--- config.mk ---
export PLATFORM = sky130hd
export DESIGN_NAME = tokchain_readout
export DESIGN_NICKNAME = d
export VERILOG_FILES = /design/src/rtl/rdc_pkg.sv /design/src/rtl/rdc_hit_fifo.sv /design/src/rtl/rdc_dir_mux.sv /design/src/rtl/rdc_seq.sv /design/src/rtl/tokchain_readout.sv
export SDC_FILE = /design/constraint.sdc
export NUM_CORES = 1
export LEC_CHECK = 0
export BUFFER_PORTS_ARGS = -buffer_cell sky130_fd_sc_hd__buf_2
export CAP_MARGIN = 30
export CORE_MARGIN = 5
export CORE_UTILIZATION = 27
export CTS_CLUSTER_SIZE = 24
export DETAILED_ROUTE_END_ITERATION = 10
export REMOVE_ABC_BUFFERS = 1
export SLEW_MARGIN = 20
export SYNTH_ARGS = -nofsm -noshare
export SYNTH_HDL_FRONTEND = slang
export SYNTH_SLANG_ARGS = --single-unit
--- constraint.sdc ---
create_clock -name clk -period 3.9 [get_ports clk]
set_input_delay 0.585 -clock clk [delete_from_list [all_inputs] [get_ports clk]]
set_output_delay 0.585 -clock clk [all_outputs]
set_load 0.05 [all_outputs]
--- src/rtl/rdc_pkg.sv ---
package rdc_pkg;

    localparam int EVC_W = 4;
    localparam int HDR_W = EVC_W + 1;
    localparam int TRL_W = 16;

    typedef enum logic [2:0] {
        ST_IDLE,
        ST_HDR,
        ST_SEND,
        ST_TOKGO,
        ST_WAIT,
        ST_TRL
    } rd_state_e;

    typedef struct packed {
        logic tok;
        logic dat;
    } link_t;

    function automatic logic [HDR_W-1:0] hdr_bits(input logic [EVC_W-1:0] cnt);
        return {1'b1, cnt};
    endfunction

endpackage

--- src/rtl/rdc_hit_fifo.sv ---
module rdc_hit_fifo #(
    parameter int W     = 10,
    parameter int DEPTH = 8
) (
    input  logic         clk,
    input  logic         rst,
    input  logic         en,
    input  logic         push,
    input  logic [W-1:0] din,
    input  logic         pop,
    output logic [W-1:0] dout,
    output logic         empty
);
    localparam int AW = (DEPTH > 1) ? $clog2(DEPTH) : 1;
    localparam int CW = $clog2(DEPTH + 1);

    logic [W-1:0]  mem [DEPTH];
    logic [AW-1:0] wp_q, rp_q;
    logic [CW-1:0] cnt_q;
    logic          do_push, do_pop;

    function automatic logic [AW-1:0] nxt(input logic [AW-1:0] p);
        return (p == AW'(DEPTH - 1)) ? '0 : p + 1'b1;
    endfunction

    assign do_push = en && push && (cnt_q != CW'(DEPTH));
    assign do_pop  = en && pop && (cnt_q != '0);
    assign empty   = (cnt_q == '0);
    assign dout    = mem[rp_q];

    always_ff @(posedge clk) begin
        if (do_push) begin
            mem[wp_q] <= din;
        end
    end

    always_ff @(posedge clk) begin
        if (rst) begin
            wp_q  <= '0;
            rp_q  <= '0;
            cnt_q <= '0;
        end else begin
            if (do_push) wp_q <= nxt(wp_q);
            if (do_pop)  rp_q <= nxt(rp_q);
            case ({do_push, do_pop})
                2'b10:   cnt_q <= cnt_q + 1'b1;
                2'b01:   cnt_q <= cnt_q - 1'b1;
                default: cnt_q <= cnt_q;
            endcase
        end
    end
endmodule

--- src/rtl/rdc_dir_mux.sv ---
module rdc_dir_mux
    import rdc_pkg::*;
(
    input  logic  rev,
    input  link_t a_in,
    input  link_t b_in,
    input  link_t dn_out,
    output link_t up_in,
    output link_t a_out,
    output link_t b_out
);
    always_comb begin
        if (rev) begin
            up_in = b_in;
            a_out = dn_out;
            b_out = '0;
        end else begin
            up_in = a_in;
            a_out = '0;
            b_out = dn_out;
        end
    end
endmodule

--- src/rtl/rdc_seq.sv ---
module rdc_seq
    import rdc_pkg::*;
#(
    parameter int HIT_W = 10,
    parameter int TMO_W = 12
) (
    input  logic             clk,
    input  logic             rst,
    input  logic             en,
    input  logic             is_master,
    input  logic             l1,
    input  link_t            up,
    input  logic [TMO_W-1:0] tmo_limit,
    input  logic [HIT_W-1:0] head,
    input  logic             empty,
    output logic             pop,
    output link_t            dn,
    output logic             idle
);
    localparam int FRM_W = HIT_W + 1;
    localparam int SH_W  = (FRM_W > HDR_W) ? FRM_W : HDR_W;
    localparam int MAXB  = (TRL_W > SH_W) ? TRL_W : SH_W;
    localparam int CNT_W = $clog2(MAXB) + 1;

    rd_state_e        st_q;
    logic [SH_W-1:0]  sh_q;
    logic [CNT_W-1:0] bcnt_q;
    logic [EVC_W-1:0] evc_q;
    logic [TMO_W-1:0] tmo_q;
    logic             err_q;
    logic             dout_q;
    logic             tout_q;
    logic             start_slave;
    logic             last_bit;

    assign start_slave = (st_q == ST_IDLE) && !is_master && up.tok;
    assign last_bit    = (bcnt_q == CNT_W'(1));
    assign pop = en && !empty &&
                 (start_slave || (((st_q == ST_HDR) || (st_q == ST_SEND)) && last_bit));

    assign dn.tok = tout_q;
    assign dn.dat = dout_q;
    assign idle   = (st_q == ST_IDLE);

    always_ff @(posedge clk) begin
        if (rst) begin
            st_q   <= ST_IDLE;
            sh_q   <= '0;
            bcnt_q <= '0;
            evc_q  <= '0;
            tmo_q  <= '0;
            err_q  <= 1'b0;
            dout_q <= 1'b0;
            tout_q <= 1'b0;
        end else if (en) begin
            tout_q <= 1'b0;
            case (st_q)
                ST_IDLE: begin
                    dout_q <= up.dat;
                    if (is_master && l1) begin
                        sh_q   <= SH_W'(hdr_bits(evc_q)) << (SH_W - HDR_W);
                        bcnt_q <= CNT_W'(HDR_W);
                        evc_q  <= evc_q + 1'b1;
                        st_q   <= ST_HDR;
                    end else if (start_slave) begin
                        if (empty) begin
                            tout_q <= 1'b1;
                        end else begin
                            sh_q   <= SH_W'({1'b1, head}) << (SH_W - FRM_W);
                            bcnt_q <= CNT_W'(FRM_W);
                            st_q   <= ST_SEND;
                        end
                    end
                end
                ST_HDR, ST_SEND: begin
                    dout_q <= sh_q[SH_W-1];
                    sh_q   <= sh_q << 1;
                    bcnt_q <= bcnt_q - 1'b1;
                    if (last_bit) begin
                        if (!empty) begin
                            sh_q   <= SH_W'({1'b1, head}) << (SH_W - FRM_W);
                            bcnt_q <= CNT_W'(FRM_W);
                            st_q   <= ST_SEND;
                        end else begin
                            st_q <= ST_TOKGO;
                        end
                    end
                end
                ST_TOKGO: begin
                    tout_q <= 1'b1;
                    dout_q <= up.dat;
                    tmo_q  <= '0;
                    st_q   <= is_master ? ST_WAIT : ST_IDLE;
                end
                ST_WAIT: begin
                    dout_q <= up.dat;
                    if (up.tok) begin
                        err_q  <= 1'b0;
                        bcnt_q <= CNT_W'(TRL_W);
                        st_q   <= ST_TRL;
                    end else if (tmo_q == tmo_limit) begin
                        err_q  <= 1'b1;
                        bcnt_q <= CNT_W'(TRL_W);
                        st_q   <= ST_TRL;
                    end else begin
                        tmo_q <= tmo_q + 1'b1;
                    end
                end
                ST_TRL: begin
                    dout_q <= err_q;
                    bcnt_q <= bcnt_q - 1'b1;
                    if (last_bit) st_q <= ST_IDLE;
                end
                default: st_q <= ST_IDLE;
            endcase
        end
    end
endmodule

--- src/rtl/tokchain_readout.sv ---
module tokchain_readout
    import rdc_pkg::*;
#(
    parameter int HIT_W = 10,
    parameter int DEPTH = 8,
    parameter int TMO_W = 12
) (
    input  logic             clk,
    input  logic             rst,
    input  logic             run_en,
    input  logic             is_master,
    input  logic             rev_dir,
    input  logic             l1_acc,
    input  logic [TMO_W-1:0] tmo_limit,
    input  logic             hit_push,
    input  logic [HIT_W-1:0] hit_word,
    input  logic             tok_in_a,
    input  logic             dat_in_a,
    input  logic             tok_in_b,
    input  logic             dat_in_b,
    output logic             tok_out_a,
    output logic             dat_out_a,
    output logic             tok_out_b,
    output logic             dat_out_b
);
    link_t            a_in, b_in, up_in, dn_out, a_out, b_out;
    logic [HIT_W-1:0] head;
    logic             empty, pop, idle_w;

    assign a_in.tok = tok_in_a;
    assign a_in.dat = dat_in_a;
    assign b_in.tok = tok_in_b;
    assign b_in.dat = dat_in_b;

    rdc_hit_fifo #(.W(HIT_W), .DEPTH(DEPTH)) u_fifo (
        .clk(clk), .rst(rst), .en(run_en),
        .push(hit_push), .din(hit_word),
        .pop(pop), .dout(head), .empty(empty)
    );

    rdc_seq #(.HIT_W(HIT_W), .TMO_W(TMO_W)) u_seq (
        .clk(clk), .rst(rst), .en(run_en),
        .is_master(is_master), .l1(l1_acc), .up(up_in),
        .tmo_limit(tmo_limit), .head(head), .empty(empty),
        .pop(pop), .dn(dn_out), .idle(idle_w)
    );

    rdc_dir_mux u_dir (
        .rev(rev_dir), .a_in(a_in), .b_in(b_in), .dn_out(dn_out),
        .up_in(up_in), .a_out(a_out), .b_out(b_out)
    );

    assign tok_out_a = a_out.tok;
    assign dat_out_a = a_out.dat;
    assign tok_out_b = b_out.tok;
    assign dat_out_b = b_out.dat;
endmodule

==> impl_metrics.py <==
metrics = {
    "sta": {
        "tns_ns": 0,
        "max_slew.worst_pin.slew_ns": 0.772,
        "fin_skew_ns": 0.0101,
        "max-slew-margin-rel": 0.486,
        "rsz0062_at_grt": "no",
        "fin_crit_sh": 0.781,
        "finalHoldViolations": 0,
        "maxSlewViolCount": 0,
        "fin_ws_ns": 0.854,
        "clock.fmax_ghz": 0.328,
        "post-route-min-period_ns": 3.05,
        "setup_viol": 0,
    },
    "job": {
        "cap_violations": 0,
    },
    "global_routing": {
        "use_met1": 0.131,
        "grt_max_degree": 41,
        "top_usage_layer": "met2",
        "grtUsageMet3": 0.0371,
        "use_met2": 0.161,
        "grt_pass1_vias": 3869,
        "antenna_found_initial": 2,
        "grt_pass1_wl_um": 20700,
        "grt_usage": 0.102,
        "overflow": 0,
    },
    "route": {
        "drc": 0,
        "drt_iter0_markers": 274,
        "vias_per_cell": 4.90,
        "drtAntennaViolNets": 0,
        "wl_per_cell_um": 15.7,
        "first_pass_iters": 5,
        "wirelength_um": 12700,
        "vias": 3972,
    },
    "setup_path": {
        "reg2reg_slack_ns": 0.85,
        "r2r_cells": 12,
        "critPathMaxFanout": 5,
        "r2r_end": "u_fifo.cnt_q[2]",
        "r2r_start": "u_seq.bcnt_q[0]",
        "required_ns": 4.23,
        "critical_path_arrival_ns": 3.38,
        "start_kind": "register",
        "crit_type": "reg -> reg",
        "endpoint_kind": "register",
    },
    "cts": {
        "path_clk_slew_ns": 0.06,
        "postCtsHoldBufs": 0,
        "ctsResizeCount": 0,
        "numCtsBuffers": 17,
        "cts_tree": "yes",
        "htree_levels": 4,
        "cts-root-buf": "clkbuf_16",
        "clk_path_buf_depth": 2,
        "cts.sinks": 131,
        "postCtsSetupBuffers": 0,
        "insertion_delay_ns": 0.42,
    },
    "placed_design": {
        "routabilityCongestion": 0.823,
        "portBuffers": 36,
        "place_hpwl_um": 8270,
        "dp_slack_ns": 0.580,
        "placed_cell_area_um2": 6530,
    },
    "die": {
        "start_util": 0.274,
        "fp.coreArea_um2": 21800,
        "num_rows": 54,
        "dieHeight_um": 159,
        "io_pins": 37,
        "dieArea_um2": 25200,
        "die_x_um": 159,
    },
    "synthesis": {
        "syn_area_um2": 5990,
        "ys_seq_area_frac": 0.572,
        "syn_inst": 470,
        "ys_warn_count": 0,
        "async_flop_share": 0,
        "synth-seq-cells": 131,
        "synth_edf_count": 80,
        "synth_flop_cell": "edfxtp_1",
        "synth.distinct_cells": 56,
        "syn_area_per_cell_um2": 12.7,
    },
    "finish": {
        "nets": 561,
        "antenna_cells": 0,
        "final_common_cell": "edfxtp_1",
        "area_growth_pct": 18.6,
        "drive_above_1_share": 0.221,
        "final_cell_mix": "edfxtp_1, dfxtp_1, nor2_1",
        "finalInstanceArea_um2": 7100,
    },
    "min_path": {
        "holdPathEnd": "u_fifo.mem[1][5]",
        "hold_path_startpoint": "hit_word[5]",
        "hold_path.class": "in -> reg",
        "holdPathStages": 1,
    },
    "pwr": {
        "power_density_nw_per_um2": 496,
        "max-vdd-ir-drop_uv": 344,
        "leakage_nw": 2.45,
    },
    "outcome": {
        "status": "completed",
    },
}
stage by stage:
stage	instances	total power, mW	hold slack [ns]	utilization
2_1_floorplan	448	1.88	0.437	-
3_3_place_gp	777	2.00	0.454	0.299
3_5_place_dp	778	2.02	0.462	0.299
4_1_cts	810	3.56	0.413	0.325
5_1_grt	810	3.69	0.430	0.325
6_report	810	3.52	0.435	0.325
sequential cells by signal, summed over array words and instances (netlist names), named ones only:
register / count
u_fifo.mem: 80
u_seq.tmo_q: 12
u_seq.sh_q: 11
u_seq.bcnt_q: 5
u_fifo.cnt_q: 4
u_seq.evc_q: 4
u_fifo.rp_q: 3
u_fifo.wp_q: 3
u_seq.st_q: 3
u_seq.dout_q: 1
u_seq.err_q: 1
u_seq.tout_q: 1
metal layers:
metal	part of all wire	vias up	wire (um)
met5	0.0016	-	20
met4	0.012	4	154
met3	0.061	19	778
met2	0.48	104	6060
met1	0.45	1935	5730
li1	-	1910	-
power by group:
group / total (mW) / leakage [nW] / switching, mW / internal [mW]
Combinational: 0.430 / 1.03 / 0.259 / 0.170
Clock: 1.53 / 0.278 / 0.636 / 0.897
Sequential: 1.56 / 1.14 / 0.0437 / 1.52
Total: 3.52 / 2.45 / 0.939 / 2.58
cells by family (layout without fill, tap and decap cells):
kind of cell             count (synthesis)  after routing  share of synthesized area
adder cells (fa/ha/maj)                 11             11                     0.0230
AO/OA/AOI/OAI                           85             85                      0.102
multiplexers                            42             42                      0.112
buffers and inverters                   34             94                     0.0240
AND/OR/NAND/NOR                        142            142                      0.131
XOR/XNOR                                25             25                     0.0366
flip-flops                             131            131                      0.572
final cells by class:
class,count,area [um^2]
clock buffer,18,429
clock inverter,14,143
fill,2160,14700
inverter,12,45.0
multi-input combinational,305,2420
sequential,131,3420
tap,280,350
timing repair buffer,50,293
cells in the mapped netlist, types with 2 or more instances:
| library cell | n | share of area |
|---|---|---|
| inv_1 | 12 | 0.0075 |
| or3_1 | 5 | 0.0052 |
| nand2_1 | 21 | 0.013 |
| a211oi_1 | 12 | 0.015 |
| clkbuf_1 | 10 | 0.0063 |
| a221oi_1 | 5 | 0.0073 |
| dfxtp_1 | 51 | 0.17 |
| o21ai_0 | 9 | 0.0075 |
| a21oi_1 | 30 | 0.025 |
| nand4_1 | 5 | 0.0052 |
| or2_2 | 2 | 0.0021 |
| nor2b_1 | 6 | 0.0063 |
| or4_1 | 6 | 0.0075 |
| mux4_2 | 20 | 0.075 |
| nor4_2 | 4 | 0.0084 |
| o22ai_1 | 2 | 0.0021 |
| nand3_1 | 8 | 0.0067 |
| o221ai_1 | 2 | 0.0029 |
| a31oi_1 | 2 | 0.0021 |
| o31ai_1 | 6 | 0.0075 |
| and3_1 | 3 | 0.0031 |
| o211ai_1 | 2 | 0.0025 |
| nor3b_1 | 6 | 0.0075 |
| edfxtp_1 | 80 | 0.40 |
| mux2i_1 | 22 | 0.037 |
| buf_1 | 3 | 0.0019 |
| xnor2_1 | 3 | 0.0044 |
| and2_1 | 6 | 0.0063 |
| nor3_1 | 20 | 0.017 |
| nor2_1 | 41 | 0.026 |
| xor2_1 | 22 | 0.032 |
| buf_2 | 7 | 0.0059 |
| o2111ai_1 | 2 | 0.0029 |
| buf_4 | 2 | 0.0025 |
| ha_1 | 11 | 0.023 |
| nor3b_2 | 2 | 0.0042 |
how the worst max path moves through the flow:
stage                          from  cells past startpoint  slack, ns               to
CTS                 u_seq.bcnt_q[0]                     12       0.85  u_fifo.cnt_q[2]
global placement            rev_dir                     13       0.76  u_fifo.cnt_q[2]
detailed placement          rev_dir                     13       0.58  u_fifo.cnt_q[2]
finish              u_seq.bcnt_q[0]                     12       0.85  u_fifo.cnt_q[2]
global route        u_seq.bcnt_q[0]                     12       0.67  u_fifo.cnt_q[2]
floorplan           u_seq.bcnt_q[1]                     13       1.18  u_fifo.cnt_q[2]
worst max-delay path: stages, from the launching register on:
cell     delay, ns
dfxtp_1       0.37
ha_1          0.18
or4b_4        0.49
nor4_4        0.35
o21ai_2       0.17
inv_1         0.11
ha_1          0.25
xor2_1        0.09
ha_1          0.19
a21oi_1       0.18
xor2_1        0.12
or3_1         0.32
a21oi_1       0.15
Power figures use the tool's default switching activity.
